**src/rtl/ddr2_mrs_pkg.sv**
```systemverilog
package ddr2_mrs_pkg;

    localparam int MR_W     = 13;
    localparam int TEST_POS = 7;
    localparam int DLL_POS  = 8;
    localparam int WR_LSB   = 9;
    localparam int WR_MSB   = 11;
    localparam int PD_POS   = 12;
    localparam int WR_W     = WR_MSB - WR_LSB + 1;
    localparam logic [WR_W-1:0] WR_MIN = WR_W'(2);
    localparam logic [WR_W-1:0] CODE_LO = WR_W'(1);
    localparam logic [WR_W-1:0] CODE_HI = WR_W'(5);

    typedef struct packed {
        logic            is_test;
        logic            dll_req;
        logic            wr_ok;
        logic [WR_W-1:0] wr_clk;
        logic            pd_slow;
    } mr_dec_t;

endpackage

```
**src/rtl/mrs_decode.sv**
```systemverilog
module mrs_decode
    import ddr2_mrs_pkg::*;
(
    input  logic [PD_POS:TEST_POS] mr_hi,
    output mr_dec_t                dec
);
    logic [WR_W-1:0] code;

    always_comb begin
        code        = mr_hi[WR_MSB:WR_LSB];
        dec.is_test = mr_hi[TEST_POS];
        dec.dll_req = mr_hi[DLL_POS];
        dec.pd_slow = mr_hi[PD_POS];
        dec.wr_ok   = (code >= CODE_LO) && (code <= CODE_HI);
        dec.wr_clk  = code + WR_W'(1);
    end
endmodule

```
**src/rtl/mrs_field_regs.sv**
```systemverilog
module mrs_field_regs
    import ddr2_mrs_pkg::*;
(
    input  logic            clk,
    input  logic            rst_n,
    input  logic            mr_we,
    input  mr_dec_t         dec,
    output logic [WR_W-1:0] wr_clk,
    output logic            pd_bit,
    output logic            dll_bit,
    output logic            err_test,
    output logic            err_rsvd
);
    typedef struct packed {
        logic [WR_W-1:0] wr_clk;
        logic            pd_bit;
        logic            dll_bit;
        logic            err_test;
        logic            err_rsvd;
    } fld_t;

    fld_t fld_d, fld_q;

    always_comb begin
        fld_d         = fld_q;
        fld_d.dll_bit = 1'b0;
        if (mr_we) begin
            if (dec.is_test) begin
                fld_d.err_test = 1'b1;
            end else begin
                fld_d.err_test = 1'b0;
                fld_d.pd_bit   = dec.pd_slow;
                fld_d.dll_bit  = dec.dll_req;
                if (dec.wr_ok) begin
                    fld_d.wr_clk   = dec.wr_clk;
                    fld_d.err_rsvd = 1'b0;
                end else begin
                    fld_d.err_rsvd = 1'b1;
                end
            end
        end
    end

    always_ff @(posedge clk) begin
        if (!rst_n) begin
            fld_q <= '{wr_clk: WR_MIN, default: '0};
        end else begin
            fld_q <= fld_d;
        end
    end

    assign wr_clk   = fld_q.wr_clk;
    assign pd_bit   = fld_q.pd_bit;
    assign dll_bit  = fld_q.dll_bit;
    assign err_test = fld_q.err_test;
    assign err_rsvd = fld_q.err_rsvd;
endmodule

```
**src/rtl/dll_lock_timer.sv**
```systemverilog
module dll_lock_timer #(
    parameter int LOCK_CYC = 200
) (
    input  logic clk,
    input  logic rst_n,
    input  logic dll_req_now,
    input  logic dll_pulse,
    output logic rd_ok
);
    localparam int CNT_W = (LOCK_CYC > 2) ? $clog2(LOCK_CYC) : 1;
    localparam logic [CNT_W-1:0] CNT_LOAD = CNT_W'(LOCK_CYC - 1);

    typedef struct packed {
        logic [CNT_W-1:0] cnt;
        logic             run;
        logic             ok;
    } lk_t;

    lk_t lk_d, lk_q;

    always_comb begin
        lk_d = lk_q;
        if (dll_req_now) begin
            lk_d.ok  = 1'b0;
            lk_d.run = 1'b0;
        end else if (dll_pulse) begin
            lk_d.run = 1'b1;
            lk_d.cnt = CNT_LOAD;
        end else if (lk_q.run) begin
            if (lk_q.cnt == '0) begin
                lk_d.run = 1'b0;
                lk_d.ok  = 1'b1;
            end else begin
                lk_d.cnt = lk_q.cnt - CNT_W'(1);
            end
        end
    end

    always_ff @(posedge clk) begin
        if (!rst_n) begin
            lk_q <= '0;
        end else begin
            lk_q <= lk_d;
        end
    end

    assign rd_ok = lk_q.ok;
endmodule

```
**src/rtl/wr_recovery_timer.sv**
```systemverilog
module wr_recovery_timer
    import ddr2_mrs_pkg::*;
(
    input  logic            clk,
    input  logic            rst_n,
    input  logic            wap_req,
    input  logic            burst_end,
    input  logic [WR_W-1:0] wr_clk,
    output logic            ap_pulse
);
    typedef struct packed {
        logic            armed;
        logic            run;
        logic [WR_W-1:0] cnt;
        logic            ap;
    } wt_t;

    wt_t wt_d, wt_q;
    logic pending;

    always_comb begin
        wt_d       = wt_q;
        wt_d.ap    = 1'b0;
        pending    = wt_q.armed | wap_req;
        wt_d.armed = pending;
        if (wt_q.run) begin
            if (wt_q.cnt == '0) begin
                wt_d.run = 1'b0;
                wt_d.ap  = 1'b1;
            end else begin
                wt_d.cnt = wt_q.cnt - WR_W'(1);
            end
        end
        if (burst_end && pending) begin
            wt_d.armed = 1'b0;
            wt_d.run   = 1'b1;
            wt_d.cnt   = wr_clk - WR_W'(1);
        end
    end

    always_ff @(posedge clk) begin
        if (!rst_n) begin
            wt_q <= '0;
        end else begin
            wt_q <= wt_d;
        end
    end

    assign ap_pulse = wt_q.ap;
endmodule

```
**src/rtl/ddr2_mrs_ctrl.sv**
```systemverilog
module ddr2_mrs_ctrl
    import ddr2_mrs_pkg::*;
#(
    parameter int LOCK_CYC = 200
) (
    input  logic            clk,
    input  logic            rst_n,
    input  logic            mr_we,
    input  logic [MR_W-1:0] mr_val,
    input  logic            rd_req,
    input  logic            wap_req,
    input  logic            burst_end,
    input  logic            act_pd,
    output logic            rd_allow,
    output logic            rd_go,
    output logic            dll_rst,
    output logic            ap_pulse,
    output logic            pd_exit_slow,
    output logic            err_test,
    output logic            err_rsvd
);
    mr_dec_t         dec;
    logic [WR_W-1:0] wr_clk_q;
    logic            pd_bit_q;
    logic            dll_req_now;

    mrs_decode u_dec (
        .mr_hi (mr_val[PD_POS:TEST_POS]),
        .dec   (dec)
    );

    mrs_field_regs u_fld (
        .clk      (clk),
        .rst_n    (rst_n),
        .mr_we    (mr_we),
        .dec      (dec),
        .wr_clk   (wr_clk_q),
        .pd_bit   (pd_bit_q),
        .dll_bit  (dll_rst),
        .err_test (err_test),
        .err_rsvd (err_rsvd)
    );

    assign dll_req_now = mr_we & ~dec.is_test & dec.dll_req;

    dll_lock_timer #(.LOCK_CYC(LOCK_CYC)) u_lock (
        .clk         (clk),
        .rst_n       (rst_n),
        .dll_req_now (dll_req_now),
        .dll_pulse   (dll_rst),
        .rd_ok       (rd_allow)
    );

    wr_recovery_timer u_wr (
        .clk       (clk),
        .rst_n     (rst_n),
        .wap_req   (wap_req),
        .burst_end (burst_end),
        .wr_clk    (wr_clk_q),
        .ap_pulse  (ap_pulse)
    );

    assign rd_go        = rd_req & rd_allow;
    assign pd_exit_slow = pd_bit_q & act_pd;
endmodule

```
**config.mk**
```make
export PLATFORM = sky130hd
export DESIGN_NAME = ddr2_mrs_ctrl
export DESIGN_NICKNAME = d
export VERILOG_FILES = /design/src/rtl/ddr2_mrs_pkg.sv /design/src/rtl/mrs_decode.sv /design/src/rtl/mrs_field_regs.sv /design/src/rtl/dll_lock_timer.sv /design/src/rtl/wr_recovery_timer.sv /design/src/rtl/ddr2_mrs_ctrl.sv
export SDC_FILE = /design/constraint.sdc
export NUM_CORES = 1
export LEC_CHECK = 0
export BUFFER_PORTS_ARGS = -buffer_cell sky130_fd_sc_hd__buf_2
export CORE_ASPECT_RATIO = 1.2
export CORE_MARGIN = 1
export CORE_UTILIZATION = 37
export DETAILED_ROUTE_END_ITERATION = 16
export GPL_ROUTABILITY_DRIVEN = 1
export PLACE_DENSITY = 0.54
export SLEW_MARGIN = 30
export SYNTH_ARGS = -nofsm -noshare
export SYNTH_HDL_FRONTEND = slang
export SYNTH_SLANG_ARGS = --single-unit
```
**constraint.sdc**
```tcl
create_clock -name clk -period 3.6 [get_ports clk]
set_input_delay 0.36 -clock clk [delete_from_list [all_inputs] [get_ports clk]]
set_output_delay 0.36 -clock clk [all_outputs]
set_load 0.02 [all_outputs]
```
==> flow_summary.rst <==
.. list-table::
   :header-rows: 1

   * - Metric
     - Value
   * - Power after layout
     - 0.478 mW
   * - Fraction of final layout cells with drive strength greater than 1
     - 0.164
   * - Worst clock skew
     - 2.98 ps
   * - Final hold violation count
     - 0
   * - Final HPWL from detailed placement
     - 1750 um
   * - Buffer count from post-CTS setup fixing
     - 0
   * - Cell family with most CP delay
     - compound AO/OA/AOI/OAI gates
   * - Count of routing violations after the opening detailed-route iteration
     - 19
   * - Antenna cell count
     - 0
   * - Max clock buf depth
     - 2
   * - Startpoint type of the worst setup path
     - flop
   * - Antenna Violating Nets Remaining
     - 0
   * - Clock tree root buffer cell
     - sky130_fd_sc_hd__clkbuf_4
   * - Cts bufs inserted
     - 3
   * - Routed vias
     - 1041
   * - Required time reported for the critical path endpoint
     - 3810 ps
   * - Routed wire length per instance
     - 12.2 um
   * - Synth Instances
     - 139
   * - First-pass GRT wire length
     - 4180 um
   * - Sum of overflow across all layers after global routing
     - 0
   * - Non-Filler Instances
     - 195
   * - Crit path buf inv count
     - 1
   * - Prevailing post-synth register cell
     - sky130_fd_sc_hd__dfxtp_1
   * - RSZ-0062 raised after global routing
     - no
   * - Max Clk Rate
     - 570 MHz
   * - Die Width
     - 53.7 um
   * - Via count of the first global-routing pass
     - 989
   * - Max-cap violations
     - 0
   * - Core Rows
     - 22
   * - Critical path peak fanout
     - 10
   * - Cell area power density
     - 356 mW/mm2
   * - H-Tree Level Count
     - 1
   * - Number of nets at the end of the flow
     - 186
   * - Post-detailed-routing wire length
     - 2380 um
   * - Number of antenna violations at the first check in global routing
     - 0
   * - Overall routing resource usage
     - 0.164
   * - Worst Setup Path Type
     - flop to flop
   * - Area added between synthesis and finish
     - 13.2%
   * - Input/output buffers
     - 19
   * - CP max stage delay
     - 440 ps
   * - Placer congestion estimate
     - 0.769
   * - Leak pwr
     - 0.539 nW
   * - Average cell area after synthesis
     - 8.55 um2
   * - CTS tree
     - yes
   * - Detailed Routing Iterations Pass 1
     - 4
   * - Maximum number of pins on one net before global-route repair
     - 18
   * - Remaining DRCs
     - 0
   * - Synth Warn #
     - 0
   * - Setup TNS
     - 0 ps
   * - Max VDD drop
     - 231 uV
   * - Hold WS
     - 214 ps
   * - Worst slew margin relative to its limit
     - 0.681
   * - Clock latency on the worst-skew pair
     - 310 ps
   * - Count of placed standard cells including taps
     - 191
   * - Async set-or-reset flop fraction in the synthesized netlist
     - 0
   * - Die Height
     - 64.1 um
   * - Result of the run
     - completed
   * - Cell breakdown of the critical path
     - inv_1 > ha_1 > nor3b_1 > a21boi_2 > nand2_1 > a221oi_1
   * - Number of synthesized register bits
     - 23
   * - Crit path time final
     - 1750 ps
   * - Die ar.
     - 0.00344 mm2
   * - Count of cell types in the netlist
     - 39
   * - Utilization after layout
     - 0.440
   * - Worst Path Arrival
     - 1970 ps
   * - Number of max-slew violations in the final report
     - 0
   * - Number of clock sinks
     - 23
   * - Actual slew at the worst max-slew pin
     - 475 ps
   * - IO Pins
     - 27
   * - Worst hold path type
     - input port to flop
   * - Fraction of the yosys area taken by sequential cells
     - 0.387
   * - Tcrit/Tclk final
     - 0.487
   * - Vias per Instance
     - 5.34
   * - Initial core utilization
     - 0.389
   * - Total core area
     - 0.00306 mm2
   * - Final count of negative-setup-slack endpoints
     - 0
   * - Worst setup EP type
     - flop
   * - # hold bufs at CTS
     - 0
   * - Mapped cell area
     - 0.00119 mm2
   * - Worst-case register-to-register setup slack
     - 1850 ps
   * - Slowest library cell on the worst path
     - sky130_fd_sc_hd__dfxtp_1
   * - Number of enable flip-flop cells after synthesis
     - 0
   * - Synthesized netlist net count
     - 165
   * - Total of cells resized after clock tree synthesis
     - 0
   * - Worst-path clk slew
     - 130 ps
per-stage QoR:
step                      worst slack (ps)  instance area (um2)
after detailed placement              1880                 1320
after global routing                  1650                 1350
after floorplan                       2110                 1190
after CTS                             1860                 1350
final                                 1850                 1350
after global placement                1920                 1320
power by group:
group / switching, mW / internal, mW
clock network: 0.0773 / 0.0415
registers: 0.00985 / 0.267
logic: 0.0472 / 0.0356
area by class of cell:
class                   instances  area, um2
clock buffers                   3       22.5
clock inverters                 1       5.00
fillers                       320       1710
inverters                      11       41.3
multi-input cells             102        676
flip-flops and latches         23        460
well taps                      36       45.0
repair buffers                 19       95.1
cell usage after synthesis (3+ instances only):
library cell / count / area share
sky130_fd_sc_hd__inv_1: 10 / 0.032
sky130_fd_sc_hd__a21oi_1: 9 / 0.038
sky130_fd_sc_hd__nor2_1: 13 / 0.041
sky130_fd_sc_hd__nor3_1: 5 / 0.021
sky130_fd_sc_hd__o21ai_0: 4 / 0.017
sky130_fd_sc_hd__and2_1: 4 / 0.021
sky130_fd_sc_hd__o21a_1: 4 / 0.025
sky130_fd_sc_hd__nand4_1: 4 / 0.021
sky130_fd_sc_hd__a211oi_1: 5 / 0.032
sky130_fd_sc_hd__nand3_1: 3 / 0.013
sky130_fd_sc_hd__a31oi_1: 4 / 0.021
sky130_fd_sc_hd__xnor2_1: 3 / 0.022
sky130_fd_sc_hd__dfxtp_1: 23 / 0.39
sky130_fd_sc_hd__nand2_1: 10 / 0.032
sky130_fd_sc_hd__clkbuf_1: 3 / 0.0095
sky130_fd_sc_hd__ha_1: 6 / 0.063
per-layer routing:
| metal | vias up | global-route usage | share of wire |
|---|---|---|---|
| met5 | - | 0 | 0 |
| met4 | 0 | 0.0789 | 0.010 |
| met3 | 2 | 0.0214 | 0.018 |
| met2 | 10 | 0.264 | 0.49 |
| met1 | 487 | 0.207 | 0.49 |
| li1 | 542 | - | - |
state kept, by name, summed over array words and instances, names as in the netlist:
name	count
u_fld.wr_clk	3
u_fld.err_test	1
u_wr.ap_pulse	1
u_lock.rd_ok	1
u_fld.pd_bit	1
u_fld.dll_bit	1
u_wr.wt_q	5
u_lock.lk_q	9
u_fld.err_rsvd	1
layout by cell type (no fill, tap or decap), types with 2 or more instances in the layout:
| master | netlist | layout |
|---|---|---|
| sky130_fd_sc_hd__clkbuf_4 | 0 | 3 |
| sky130_fd_sc_hd__buf_2 | 0 | 19 |
| sky130_fd_sc_hd__nor3_1 | 5 | 5 |
| sky130_fd_sc_hd__o21a_1 | 4 | 4 |
| sky130_fd_sc_hd__nor2b_1 | 2 | 2 |
| sky130_fd_sc_hd__a21o_1 | 2 | 2 |
| sky130_fd_sc_hd__or3_1 | 2 | 2 |
| sky130_fd_sc_hd__nand2b_1 | 2 | 2 |
| sky130_fd_sc_hd__nand3_1 | 3 | 3 |
| sky130_fd_sc_hd__nor2_1 | 13 | 13 |
| sky130_fd_sc_hd__o21ai_0 | 4 | 4 |
| sky130_fd_sc_hd__a21oi_1 | 9 | 9 |
| sky130_fd_sc_hd__and2_1 | 4 | 4 |
| sky130_fd_sc_hd__dfxtp_1 | 23 | 23 |
| sky130_fd_sc_hd__a211oi_1 | 5 | 5 |
| sky130_fd_sc_hd__and3b_1 | 2 | 2 |
| sky130_fd_sc_hd__ha_1 | 6 | 6 |
| sky130_fd_sc_hd__inv_1 | 10 | 10 |
| sky130_fd_sc_hd__a31oi_1 | 4 | 4 |
| sky130_fd_sc_hd__nand2_1 | 10 | 10 |
| sky130_fd_sc_hd__nand4_1 | 4 | 4 |
| sky130_fd_sc_hd__xnor2_1 | 3 | 3 |
| sky130_fd_sc_hd__a211o_1 | 2 | 2 |
worst paths after layout:
path                                        to      startpoint  depth (start not counted)
worst min-delay path              u_wr.wt_q[5]       burst_end                          2
worst max register to register  u_lock.lk_q[4]  u_lock.lk_q[2]                          6
worst min register to register    u_fld.pd_bit    u_fld.pd_bit                          2
worst max-delay path            u_lock.lk_q[4]  u_lock.lk_q[2]                          6
cells by family (layout without fill, tap and decap cells):
group / after synthesis / after routing / synth area share
AO/OA/AOI/OAI: 39 / 39 / 0.229
XOR/XNOR: 3 / 3 / 0.0221
buffers and inverters: 14 / 34 / 0.0442
adder cells (fa/ha/maj): 6 / 6 / 0.0632
multiplexers: 1 / 1 / 0.00842
AND/OR/NAND/NOR: 53 / 53 / 0.245
flip-flops: 23 / 23 / 0.387
Note: power is estimated with default switching activity, not from simulation.
